==> src/rtl/nca_pkg.sv <==
package nca_pkg;
  localparam int FU_SEL_W = 3;
  localparam int FU_COUNT = 3;

  typedef enum logic [FU_SEL_W-1:0] {
    FU_ADD = 3'd0,
    FU_SUB = 3'd1,
    FU_AND = 3'd2,
    FU_OR  = 3'd3,
    FU_XOR = 3'd4
  } fu_op_e;

  function automatic logic sel_is_sub(logic [FU_SEL_W-1:0] sel);
    return sel == FU_SUB;
  endfunction
endpackage

==> src/rtl/nca_fu.sv <==
module nca_fu
  import nca_pkg::*;
#(
  parameter int W = 8
) (
  input  logic [FU_SEL_W-1:0] sel,
  input  logic [W-1:0]        in_x,
  input  logic [W-1:0]        in_y,
  input  logic                first_slice,
  input  logic                carry_held,
  output logic [W-1:0]        slice_out,
  output logic                carry_out
);
  localparam int W1 = W + 1;

  function automatic logic [W:0] fu_eval(logic [FU_SEL_W-1:0] s,
                                         logic [W-1:0] x, logic [W-1:0] y,
                                         logic ci);
    case (s)
      FU_SUB:  return {1'b0, x} + {1'b0, ~y} + W1'(ci);
      FU_AND:  return {1'b0, x & y};
      FU_OR:   return {1'b0, x | y};
      FU_XOR:  return {1'b0, x ^ y};
      default: return {1'b0, x} + {1'b0, y} + W1'(ci);
    endcase
  endfunction

  logic       carry_in;
  logic [W:0] full;

  always_comb begin
    carry_in  = first_slice ? sel_is_sub(sel) : carry_held;
    full      = fu_eval(sel, in_x, in_y, carry_in);
    slice_out = full[W-1:0];
    carry_out = full[W];
  end
endmodule

==> src/rtl/nca_width_check.sv <==
module nca_width_check
  import nca_pkg::*;
#(
  parameter int DATA_W  = 32,
  parameter int SLICE_W = 8
) (
  input  logic [DATA_W-1:0]           opnd_now [4],
  input  logic [FU_COUNT-1:0]         couts,
  input  logic [FU_COUNT*FU_SEL_W-1:0] cfg_now,
  output logic                        any_sub,
  output logic                        iterate
);
  logic upper_nz;

  always_comb begin
    upper_nz = 1'b0;
    for (int i = 0; i < 4; i++)
      upper_nz = upper_nz | (|opnd_now[i][DATA_W-1:SLICE_W]);
    any_sub = 1'b0;
    for (int u = 0; u < FU_COUNT; u++)
      any_sub = any_sub | sel_is_sub(cfg_now[u*FU_SEL_W +: FU_SEL_W]);
    iterate = upper_nz | (|couts) | any_sub;
  end
endmodule

==> src/rtl/nca_iter_ctrl.sv <==
module nca_iter_ctrl #(
  parameter int NSLICE = 4,
  parameter int IDX_W  = (NSLICE > 1) ? $clog2(NSLICE) : 1
) (
  input  logic             clk,
  input  logic             rst,
  input  logic             start,
  input  logic             iterate,
  input  logic             any_sub,
  output logic             accept,
  output logic             step,
  output logic             last,
  output logic             first_slice,
  output logic [IDX_W-1:0] idx,
  output logic             busy,
  output logic             done
);
  localparam logic [IDX_W-1:0] IDX_LAST = IDX_W'(NSLICE - 1);

  logic             busy_q, done_q;
  logic [IDX_W-1:0] idx_q;

  assign accept      = start & ~busy_q;
  assign step        = busy_q;
  assign last        = busy_q & ((idx_q == IDX_LAST) | ~iterate);
  assign first_slice = (idx_q == '0);
  assign idx         = idx_q;
  assign busy        = busy_q;
  assign done        = done_q;

  always_ff @(posedge clk) begin
    if (rst) begin
      busy_q <= 1'b0;
      done_q <= 1'b0;
      idx_q  <= '0;
    end else begin
      done_q <= last;
      if (accept) begin
        busy_q <= 1'b1;
        idx_q  <= '0;
      end else if (last) begin
        busy_q <= 1'b0;
        idx_q  <= '0;
      end else if (step) begin
        idx_q <= idx_q + 1'b1;
      end
    end
  end

  p_done_pulse_r7: assert property (@(posedge clk) disable iff (rst)
    done |=> !done);
  p_busy_low_at_done_r7: assert property (@(posedge clk) disable iff (rst)
    done |-> !busy);
  p_sub_full_run_r6: assert property (@(posedge clk) disable iff (rst)
    (busy && any_sub && idx != IDX_LAST) |-> !last);
endmodule

==> src/rtl/nca_array.sv <==
module nca_array
  import nca_pkg::*;
#(
  parameter int DATA_W  = 32,
  parameter int SLICE_W = 8,
  parameter int CFG_W   = FU_COUNT * FU_SEL_W
) (
  input  logic              clk,
  input  logic              rst,
  input  logic              start,
  input  logic [DATA_W-1:0] opnd_a,
  input  logic [DATA_W-1:0] opnd_b,
  input  logic [DATA_W-1:0] opnd_c,
  input  logic [DATA_W-1:0] opnd_d,
  input  logic [CFG_W-1:0]  cfg,
  output logic [DATA_W-1:0] res_main,
  output logic [DATA_W-1:0] res_side,
  output logic              busy,
  output logic              done
);
  localparam int NSLICE = DATA_W / SLICE_W;
  localparam int IDX_W  = (NSLICE > 1) ? $clog2(NSLICE) : 1;

  logic [DATA_W-1:0]   opnd_q [4];
  logic [CFG_W-1:0]    cfg_q;
  logic [FU_COUNT-1:0] carry_q;
  logic [DATA_W-1:0]   res_main_q, res_side_q;

  logic [SLICE_W-1:0]  fu_x [FU_COUNT];
  logic [SLICE_W-1:0]  fu_y [FU_COUNT];
  logic [SLICE_W-1:0]  fu_out [FU_COUNT];
  logic [FU_COUNT-1:0] fu_cout;

  logic             accept, step, last, first_slice, iterate, any_sub;
  logic [IDX_W-1:0] idx;

  always_comb begin
    fu_x[0] = opnd_q[0][SLICE_W-1:0];
    fu_y[0] = opnd_q[1][SLICE_W-1:0];
    fu_x[1] = opnd_q[2][SLICE_W-1:0];
    fu_y[1] = opnd_q[3][SLICE_W-1:0];
    fu_x[2] = fu_out[0];
    fu_y[2] = fu_out[1];
  end

  for (genvar u = 0; u < FU_COUNT; u++) begin : g_fu
    nca_fu #(.W(SLICE_W)) u_fu (
      .sel        (cfg_q[u*FU_SEL_W +: FU_SEL_W]),
      .in_x       (fu_x[u]),
      .in_y       (fu_y[u]),
      .first_slice(first_slice),
      .carry_held (carry_q[u]),
      .slice_out  (fu_out[u]),
      .carry_out  (fu_cout[u])
    );
  end

  logic [DATA_W-1:0] opnd_next [4];
  always_comb
    for (int i = 0; i < 4; i++) opnd_next[i] = opnd_q[i] >> SLICE_W;

  nca_width_check #(.DATA_W(DATA_W), .SLICE_W(SLICE_W)) u_wchk (
    .opnd_now(opnd_q),
    .couts   (fu_cout),
    .cfg_now (cfg_q),
    .any_sub (any_sub),
    .iterate (iterate)
  );

  nca_iter_ctrl #(.NSLICE(NSLICE)) u_ctrl (
    .clk        (clk),
    .rst        (rst),
    .start      (start),
    .iterate    (iterate),
    .any_sub    (any_sub),
    .accept     (accept),
    .step       (step),
    .last       (last),
    .first_slice(first_slice),
    .idx        (idx),
    .busy       (busy),
    .done       (done)
  );

  always_ff @(posedge clk) begin
    if (rst) begin
      for (int i = 0; i < 4; i++) opnd_q[i] <= '0;
      cfg_q      <= '0;
      carry_q    <= '0;
      res_main_q <= '0;
      res_side_q <= '0;
    end else if (accept) begin
      opnd_q[0]  <= opnd_a;
      opnd_q[1]  <= opnd_b;
      opnd_q[2]  <= opnd_c;
      opnd_q[3]  <= opnd_d;
      cfg_q      <= cfg;
      carry_q    <= '0;
      res_main_q <= '0;
      res_side_q <= '0;
    end else if (step) begin
      for (int i = 0; i < 4; i++) opnd_q[i] <= opnd_next[i];
      carry_q <= fu_cout;
      res_main_q[idx*SLICE_W +: SLICE_W] <= fu_out[2];
      res_side_q[idx*SLICE_W +: SLICE_W] <= fu_out[0];
    end
  end

  assign res_main = res_main_q;
  assign res_side = res_side_q;

  p_start_ignored_r8: assert property (@(posedge clk) disable iff (rst)
    (busy && !last) |=> $stable(cfg_q));
  p_results_hold_r10: assert property (@(posedge clk) disable iff (rst)
    (!busy && !start) |=> ($stable(res_main_q) && $stable(res_side_q)));
  p_accept_clears_r2: assert property (@(posedge clk) disable iff (rst)
    accept |=> (busy && res_main_q == '0 && res_side_q == '0));
endmodule

==> config.mk <==
export PLATFORM = sky130hd
export DESIGN_NAME = nca_array
export DESIGN_NICKNAME = d
export VERILOG_FILES = /design/src/rtl/nca_pkg.sv /design/src/rtl/nca_fu.sv /design/src/rtl/nca_width_check.sv /design/src/rtl/nca_iter_ctrl.sv /design/src/rtl/nca_array.sv
export SDC_FILE = /design/constraint.sdc
export NUM_CORES = 1
export LEC_CHECK = 0
export ABC_AREA = 1
export BUFFER_PORTS_ARGS = -buffer_cell sky130_fd_sc_hd__buf_2
export CAP_MARGIN = 20
export CORE_ASPECT_RATIO = 1.4
export CORE_MARGIN = 3
export CORE_UTILIZATION = 50
export CTS_CLUSTER_SIZE = 20
export DETAILED_ROUTE_END_ITERATION = 16
export PLACE_DENSITY = 0.75
export SYNTH_ARGS = -nofsm -noshare
export SYNTH_HDL_FRONTEND = slang
export SYNTH_HIERARCHICAL = 1
export SYNTH_SLANG_ARGS = --single-unit
==> constraint.sdc <==
create_clock -name clk -period 7.8 [get_ports clk]
set_input_delay 1.56 -clock clk [delete_from_list [all_inputs] [get_ports clk]]
set_output_delay 1.56 -clock clk [all_outputs]
set_load 0.05 [all_outputs]
==> summary.txt, run 1 <==
Crit path kind -> reg -> reg
Vias in the first global route -> 12500
CP max FO -> 10
First-pass GRT wire length -> 60.7 mm
Startpoint types -> register
Initial core utilization -> 51.5%
Hpwl dp -> 28.1 mm
Clock Pin Slew Worst Setup and Hold Paths -> 70 ps
Die X -> 144 µm
GRT overflow -> 0
GR peak layer -> met2
Leak pwr -> 7.51 nW
Placer Congestion -> 0.923
Post-Route WL -> 38.0 mm
Final hold slack -> 462 ps
PnR Total Power -> 3.07 mW
WL per Instance -> 14.8 µm
FMAX -> 215 MHz
GRT met3 Usage -> 2.67%
Largest net degree at the start of global routing -> 115
Clk_skew -> 29.4 ps
Slew HR -> 30.5%
Most used cell, CP -> nand2_1
DRT antenna net count -> 0
FP Rows -> 69
Syn_nets -> 2326
Die area -> 28500 µm²
Arrival time worst endpoint -> 5070 ps
Fillers -> 2562
Worst Setup End Kind -> register
Setup TNS -> 0 ps
Final hold violations -> 0
Delay of the slowest critical-path stage -> 490 ps
Root buf cell -> clkbuf_16
Ant diodes -> 0
Worst Tran Pin Value -> 1040 ps
Final cycle utilization of the critical path -> 59.7%
Tmin final -> 4660 ps
Critical path's slowest cell -> fa_1
Hold_buf cts -> 0
I/O pin cnt -> 206
First-pass iteration count of the detailed router -> 6
Outcome -> finished clean
DRC Markers -> 0
Total setup buffers inserted after CTS -> 0
PnR worst setup slack -> 3140 ps
Pwr Density -> 207 nW/µm²
Sink Count -> 208
CTS buffer count -> 22
Area growth syn-to-layout -> 12.3%
Total GRT Usage -> 25.8%
Max IR drop VDD -> 0.162 mV
NumNets Final -> 2465
RSZ-0062 raised after global routing -> no
R2R setup slack -> 3140 ps
Vias per cell -> 5.18
Finish-stage setup viols -> 0
Die H -> 199 µm
Worst Hold Class -> reg -> reg
Cts repair resizes -> 0
Required @ worst endpoint -> 8210 ps
Netlist Area Pre-Place -> 13200 µm²
CTS Buffer Depth -> 3
Yosys Warn Count -> 6
Syn avg cell area -> 6.31 µm²
Iteration-0 DRC Markers -> 813
Slew Viols, Final -> 0
GRT met2 Usage -> 46.9%
Pre-CTS setup slack -> 3270 ps
Synth Instances -> 2098
Vias -> 13300
Core Region -> 25700 µm²
PortBufs -> 205
Fraction of layout cells with a size suffix above 1 -> 13.5%
Initial antenna violation count -> 1
Worst-skew pair later-pin latency -> 530 ps
CTS tree -> yes
GRT met1 Usage -> 31.4%
Max-cap violations -> 0
H-tree depth -> 1
## report_power, final
part	switching, mW	total [mW]	internal [mW]
Clock	0.439	1.03	0.588
Sequential	0.0454	1.16	1.11
Combinational	0.607	0.888	0.281
Total	1.09	3.07	1.98
## area by class of cell
class | count | area [µm²] | area share [%]
flip-flops and latches | 208 | 4170 | 28.0
clock buffers | 31 | 614 | 4.13
multi-input cells | 1487 | 7350 | 49.4
well taps | 319 | 399 | 2.68
clock inverters | 9 | 91.3 | 0.614
repair buffers | 212 | 1100 | 7.39
inverters | 306 | 1150 | 7.73
## sequential cells by signal (all words and copies together), names as in the netlist
register,flops
res_main,32
res_side,32
carry_q,3
cfg_q,9
opnd_next,96
u_ctrl/idx,2
u_ctrl/done,1
fu_y,16
u_ctrl/busy,1
fu_x,16
## through the flow
stage	util (%)	instance area [µm²]	cells
CTS	57.7	14800	2571
global placement	54.9	14100	2531
floorplan	-	13200	2098
global route	57.8	14900	2572
finish	57.8	14900	2572
detailed placement	54.9	14100	2531
## placed cells by master (no fill, tap or decap), drive strengths merged
master,count
a21oi,193
and2,6
buf,212
bufinv,1
clkbuf,31
clkinv,10
dfxtp,208
fa,12
ha,76
inv,304
nand2,676
nand3,167
nand3b,7
nand4,25
nor2,222
nor3,6
nor3b,4
o21a,4
o21ai,48
o21bai,1
o22ai,30
or3,3
xnor2,1
xor2,6
## worst max-delay path: cells and delay by family (launching register included)
family	cells	cell delay [ps]
compound gates	2	390
simple gates	20	1860
flops	1	400
fa+ha+maj	4	1690
buf+inv	3	210
## metal layers
layer / share of wire, % / wire length (µm) / vias up
met5: 0.047 / 18 / -
met4: 3.3 / 1260 / 2
met3: 5.6 / 2130 / 91
met2: 50 / 19000 / 492
met1: 41 / 15700 / 5917
li1: - / - / 6811
## path summary, 6_finish.rpt
| path | startpoint | end | cells after the start |
|---|---|---|---|
| max reg2reg | u_ctrl/idx[1]$_SDFFE_PP0P_ | u_ctrl/idx[0]$_SDFFE_PP0P_ | 29 |
| max | u_ctrl/idx[1]$_SDFFE_PP0P_ | u_ctrl/idx[0]$_SDFFE_PP0P_ | 29 |
| min reg2reg | res_main[24]$_SDFFE_PP0P_ | res_main[24]$_SDFFE_PP0P_ | 2 |
| min | res_main[24]$_SDFFE_PP0P_ | res_main[24]$_SDFFE_PP0P_ | 2 |
(Power assumes the default switching activity.)
==> run 2: changes to the inputs <==
Clock period 7.8 ns to 4.7 ns, I/O delays scaled along.
==> run 2 against run 1 <==
Via count rose by 0.98%. Critical endpoint is now res_main[15]$_SDFFE_PP0P_. First-iteration DRC count increased by 0.25%. Non-clock buffer count up 14. Count of clock-buffer cells in the layout shrank 3.
==> summary.txt, run 2 (synthesis results as in run 1) <==
Outcome -> finished clean
Vias per cell -> 5.20
Max IR drop VDD -> 0.319 mV
Area of the multi-input gates -> 7360 µm²
DRT antenna net count -> 0
Slew HR -> 33.5%
Commonest non-fill, non-tap cells in the layout -> nand2_1, inv_1, dfxtp_1
Power share of the combinational group -> 29.1%
Required @ worst endpoint -> 5060 ps
Sw power -> 1.87 mW
Root buf cell -> clkbuf_16
Post-Route WL -> 40.2 mm
Area growth syn-to-layout -> 13.6%
Total setup buffers inserted after CTS -> 0
CTS buffer count -> 22
FMAX -> 229 MHz
NumNets Final -> 2479
PortBufs -> 205
Slew Viols, Final -> 0
I/O pin cnt -> 206
First-pass iteration count of the detailed router -> 5
Clk_skew -> 16.4 ps
Die X -> 144 µm
Fillers -> 2547
Post-route cell area -> 15000 µm²
Die area -> 28500 µm²
Arrival time worst endpoint -> 4730 ps
Hold_buf cts -> 0
Vias in the first global route -> 12800
Clock Pin Slew Worst Setup and Hold Paths -> 60 ps
Startpoint types -> register
Pint -> 3.47 mW
Final hold slack -> 461 ps
Largest net degree at the start of global routing -> 92
Sequential cell area -> 4170 µm²
Worst Setup End Kind -> register
CP max FO -> 6
Leak pwr -> 7.61 nW
Power share of the clock group -> 34.8%
Fraction of layout cells with a size suffix above 1 -> 14.3%
Crit path kind -> reg -> reg
CTS Buffer Depth -> 3
FP Rows -> 69
Tmin final -> 4370 ps
Total GRT Usage -> 27.3%
Leading cell type in the layout, fill and taps excluded -> nand2_1
Flop pwr share -> 36.1%
H-tree depth -> 1
Worst Tran Pin Value -> 996 ps
Max-cap violations -> 0
Initial antenna violation count -> 2
Iteration-0 DRC Markers -> 815
Die H -> 199 µm
DRC Markers -> 0
Final hold violations -> 0
Sw frac -> 35.0%
Vias -> 13400
Hpwl dp -> 30.0 mm
Cts repair resizes -> 0
Sink Count -> 208
Worst-skew pair later-pin latency -> 520 ps
Placer Congestion -> 0.980
First-pass GRT wire length -> 63.4 mm
Final cycle utilization of the critical path -> 92.9%
CTS tree -> yes
Placed Area -> 14300 µm²
Initial core utilization -> 51.5%
Finish-stage setup viols -> 0
Pwr Density -> 355 nW/µm²
Max reg flops -> 96
WL per Instance -> 15.5 µm
Worst Hold Class -> reg -> reg
GRT overflow -> 0
Core Region -> 25700 µm²
run 2: worst paths after layout:
path | startpoint | endpoint | slack, ps | depth (start not counted)
worst max-delay path | u_ctrl/idx[1]$_SDFFE_PP0P_ | res_main[15]$_SDFFE_PP0P_ | 330 | 25
worst min-delay path | res_main[16]$_SDFFE_PP0P_ | res_main[16]$_SDFFE_PP0P_ | 460 | 2
worst max register to register | u_ctrl/idx[1]$_SDFFE_PP0P_ | res_main[15]$_SDFFE_PP0P_ | 330 | 25
worst min register to register | res_main[16]$_SDFFE_PP0P_ | res_main[16]$_SDFFE_PP0P_ | 460 | 2
run 2: worst max-delay path, stage by stage (launching register included):
cell and delay [ps]:
dfxtp_2 370, inv_1 70, ha_1 240, nand2_1 80
o21ai_0 150, fa_1 440, fa_1 430, nor2_1 260
nor3b_1 120, nor3_1 200, nand2_1 100, inv_1 90
ha_1 300, buf_4 190, inv_2 110, nand3b_1 140
nand2_1 140, nand2_1 90, nand2_1 70, nand2_1 50
nand3_1 90, nand3_2 180, nand2_1 120, inv_1 50
nand3_1 70, a21oi_1 70
run 2: layout make-up:
type	instances	share of cell area, %
multi-input combinational	1487	49.0
sequential	208	27.7
timing repair buffer	226	7.95
inverter	306	7.64
clock buffer	28	3.94
tap	319	2.65
clock inverter	10	1.15
antenna	1	0.0166
run 2: per-layer routing:
| layer | track usage, % | vias to the layer above | wire, µm |
|---|---|---|---|
| met2 | 49.4 | 468 | 20000 |
| met3 | 3.01 | 114 | 2120 |
| met5 | 0 | - | 13 |
| li1 | - | 6829 | - |
| met4 | 11.6 | 2 | 2020 |
| met1 | 32.3 | 6031 | 16000 |
run 2: per-stage QoR:
stage | cells | utilization (%) | setup TNS [ps] | total power [mW] | setup WS (ps)
after floorplan | 2098 | - | 0 | 3.02 | 792
after global placement | 2546 | 55.4 | 0 | 3.47 | 380
after detailed placement | 2546 | 55.4 | 0 | 3.48 | 296
after CTS | 2584 | 58.4 | 0 | 5.34 | 263
after global routing | 2585 | 58.5 | -61.3 | 5.61 | -30.2
final | 2585 | 58.5 | 0 | 5.34 | 333
run 2: power groups by stage:
stage               Clock (mW)  Combinational, mW  Sequential (mW)
floorplan                    0               1.05             1.97
global placement             0               1.51             1.96
global route              1.95               1.72             1.94
detailed placement           0               1.52             1.96
finish                    1.86               1.55             1.93
CTS                       1.89               1.53             1.92
==> run 3: changes to the inputs <==
Settings changed: PLACE_DENSITY 0.75 to 0.72.
==> run 3 against run 2 <==
Via count down 0.20%. Global-route usage is 0.37 points lower. Core utilization grew 0.11 points. Clock skew decreased by 3.0 ps. Non-clock buffer count shrank 4. Critical path depth grew 4. Cell count did not move. Sequential power about the same. Highest routed layer unchanged.
==> summary.txt, run 3 (synthesis results as in run 1) <==
Outcome -> finished clean
Initial core utilization -> 51.5%
Top delay family on crit path -> simple AND/OR/NAND/NOR gates
Worst-skew pair later-pin latency -> 520 ps
CTS tree -> yes
Tmin final -> 4370 ps
Clock Pin Slew Worst Setup and Hold Paths -> 60 ps
Max reg flops -> 96
Initial antenna violation count -> 2
DRT antenna net count -> 0
Area growth syn-to-layout -> 13.8%
Hpwl dp -> 29.3 mm
PnR Total Power -> 5.37 mW
RSZ-0062 raised after global routing -> no
Finish-stage setup viols -> 0
First-pass GRT wire length -> 62.7 mm
Root buf cell -> clkbuf_16
Fillers -> 2652
Setup TNS -> 0 ps
Critical path's slowest cell -> fa_1
Worst Setup End Kind -> register
Vias -> 13400
Clk_skew -> 13.4 ps
GRT overflow -> 0
FMAX -> 229 MHz
Startpoint types -> register
WL per Instance -> 15.1 µm
Worst Hold Class -> reg -> reg
CP max FO -> 7
Leading cell type in the layout, fill and taps excluded -> nand2_1
Worst path buffer plus inverter count -> 5
Iteration-0 DRC Markers -> 678
Worst r2r src -> u_ctrl/idx[1]$_SDFFE_PP0P_
DRC Markers -> 0
Post-Route WL -> 39.1 mm
Crit path kind -> reg -> reg
Die X -> 144 µm
FP Rows -> 69
Delay of the slowest critical-path stage -> 450 ps
Most used cell, CP -> nand2_1
Commonest non-fill, non-tap cells in the layout -> nand2_1, inv_1, dfxtp_1
NumNets Final -> 2476
Vias per cell -> 5.19
Total setup buffers inserted after CTS -> 0
Final hold violations -> 0
Max-cap violations -> 0
Slew HR -> 33.9%
Final cycle utilization of the critical path -> 92.9%
Largest net degree at the start of global routing -> 97
Placer Congestion -> 0.946
Critical Path Start -> u_ctrl/idx[1]$_SDFFE_PP0P_
CTS Buffer Depth -> 3
Fraction of layout cells with a size suffix above 1 -> 14.7%
Sink Count -> 208
H-tree depth -> 1
Die area -> 28500 µm²
Total GRT Usage -> 26.9%
Core Region -> 25700 µm²
CTS buffer count -> 23
Worst Tran Pin Value -> 991 ps
Pwr Density -> 356 nW/µm²
Vias in the first global route -> 12600
PortBufs -> 205
Max IR drop VDD -> 0.257 mV
First-pass iteration count of the detailed router -> 7
Slew Viols, Final -> 0
Die H -> 199 µm
Hold_sp -> res_main[9]$_SDFFE_PP0P_
Arrival time worst endpoint -> 4770 ps
Required @ worst endpoint -> 5110 ps
I/O pin cnt -> 206
Leak pwr -> 7.61 nW
[run 3: report_power, final]
part           switching (mW)  internal (mW)  total, mW
logic                    1.05          0.501       1.55
registers              0.0763           1.85       1.93
clock network           0.756           1.14       1.90
[run 3: final cells by class]
cell class | count | area (µm²) | share of cell area, %
multi-input combinational | 1487 | 7390 | 49.0
sequential | 208 | 4170 | 27.6
timing repair buffer | 222 | 1150 | 7.66
inverter | 306 | 1150 | 7.62
clock buffer | 32 | 689 | 4.57
tap | 319 | 399 | 2.65
clock inverter | 10 | 121 | 0.805
antenna | 1 | 2.50 | 0.0166
[run 3: path summary, 6_finish.rpt]
check	depth (start not counted)	slack, ps	to
min reg2reg	2	460	res_main[9]$_SDFFE_PP0P_
max reg2reg	29	330	u_ctrl/idx[0]$_SDFFE_PP0P_
min	2	460	res_main[9]$_SDFFE_PP0P_
max	29	330	u_ctrl/idx[0]$_SDFFE_PP0P_
[run 3: metal layers]
layer	global-route usage [%]	wire, µm
met5	0	27
met2	49.2	19600
met4	9.87	1540
met3	2.93	1980
met1	32.1	16000
[run 3: timing repair]
action | 4_1_cts | 5_1_grt
setup endpoints to repair | 0 | 11
gates resized for setup | 0 | 12
hold buffers | 0 | 0
[run 3: tightest hold or removal path, cell delays in order, from the launching register on]
cell	delay, ps
dfxtp_1	300
nand2_1	60
a21oi_1	50
[run 3: per-stage QoR]
| stage | util [%] | instance area (µm²) | cells | worst slack, ps | hold slack [ps] |
|---|---|---|---|---|---|
| after detailed placement | 55.3 | 14200 | 2542 | 251 | 453 |
| after floorplan | - | 13200 | 2098 | 792 | 437 |
| after global routing | 58.6 | 15100 | 2584 | 3.30 | 486 |
| after CTS | 58.4 | 15000 | 2584 | 235 | 462 |
| after global placement | 55.3 | 14200 | 2542 | 331 | 448 |
| final | 58.6 | 15100 | 2585 | 333 | 460 |
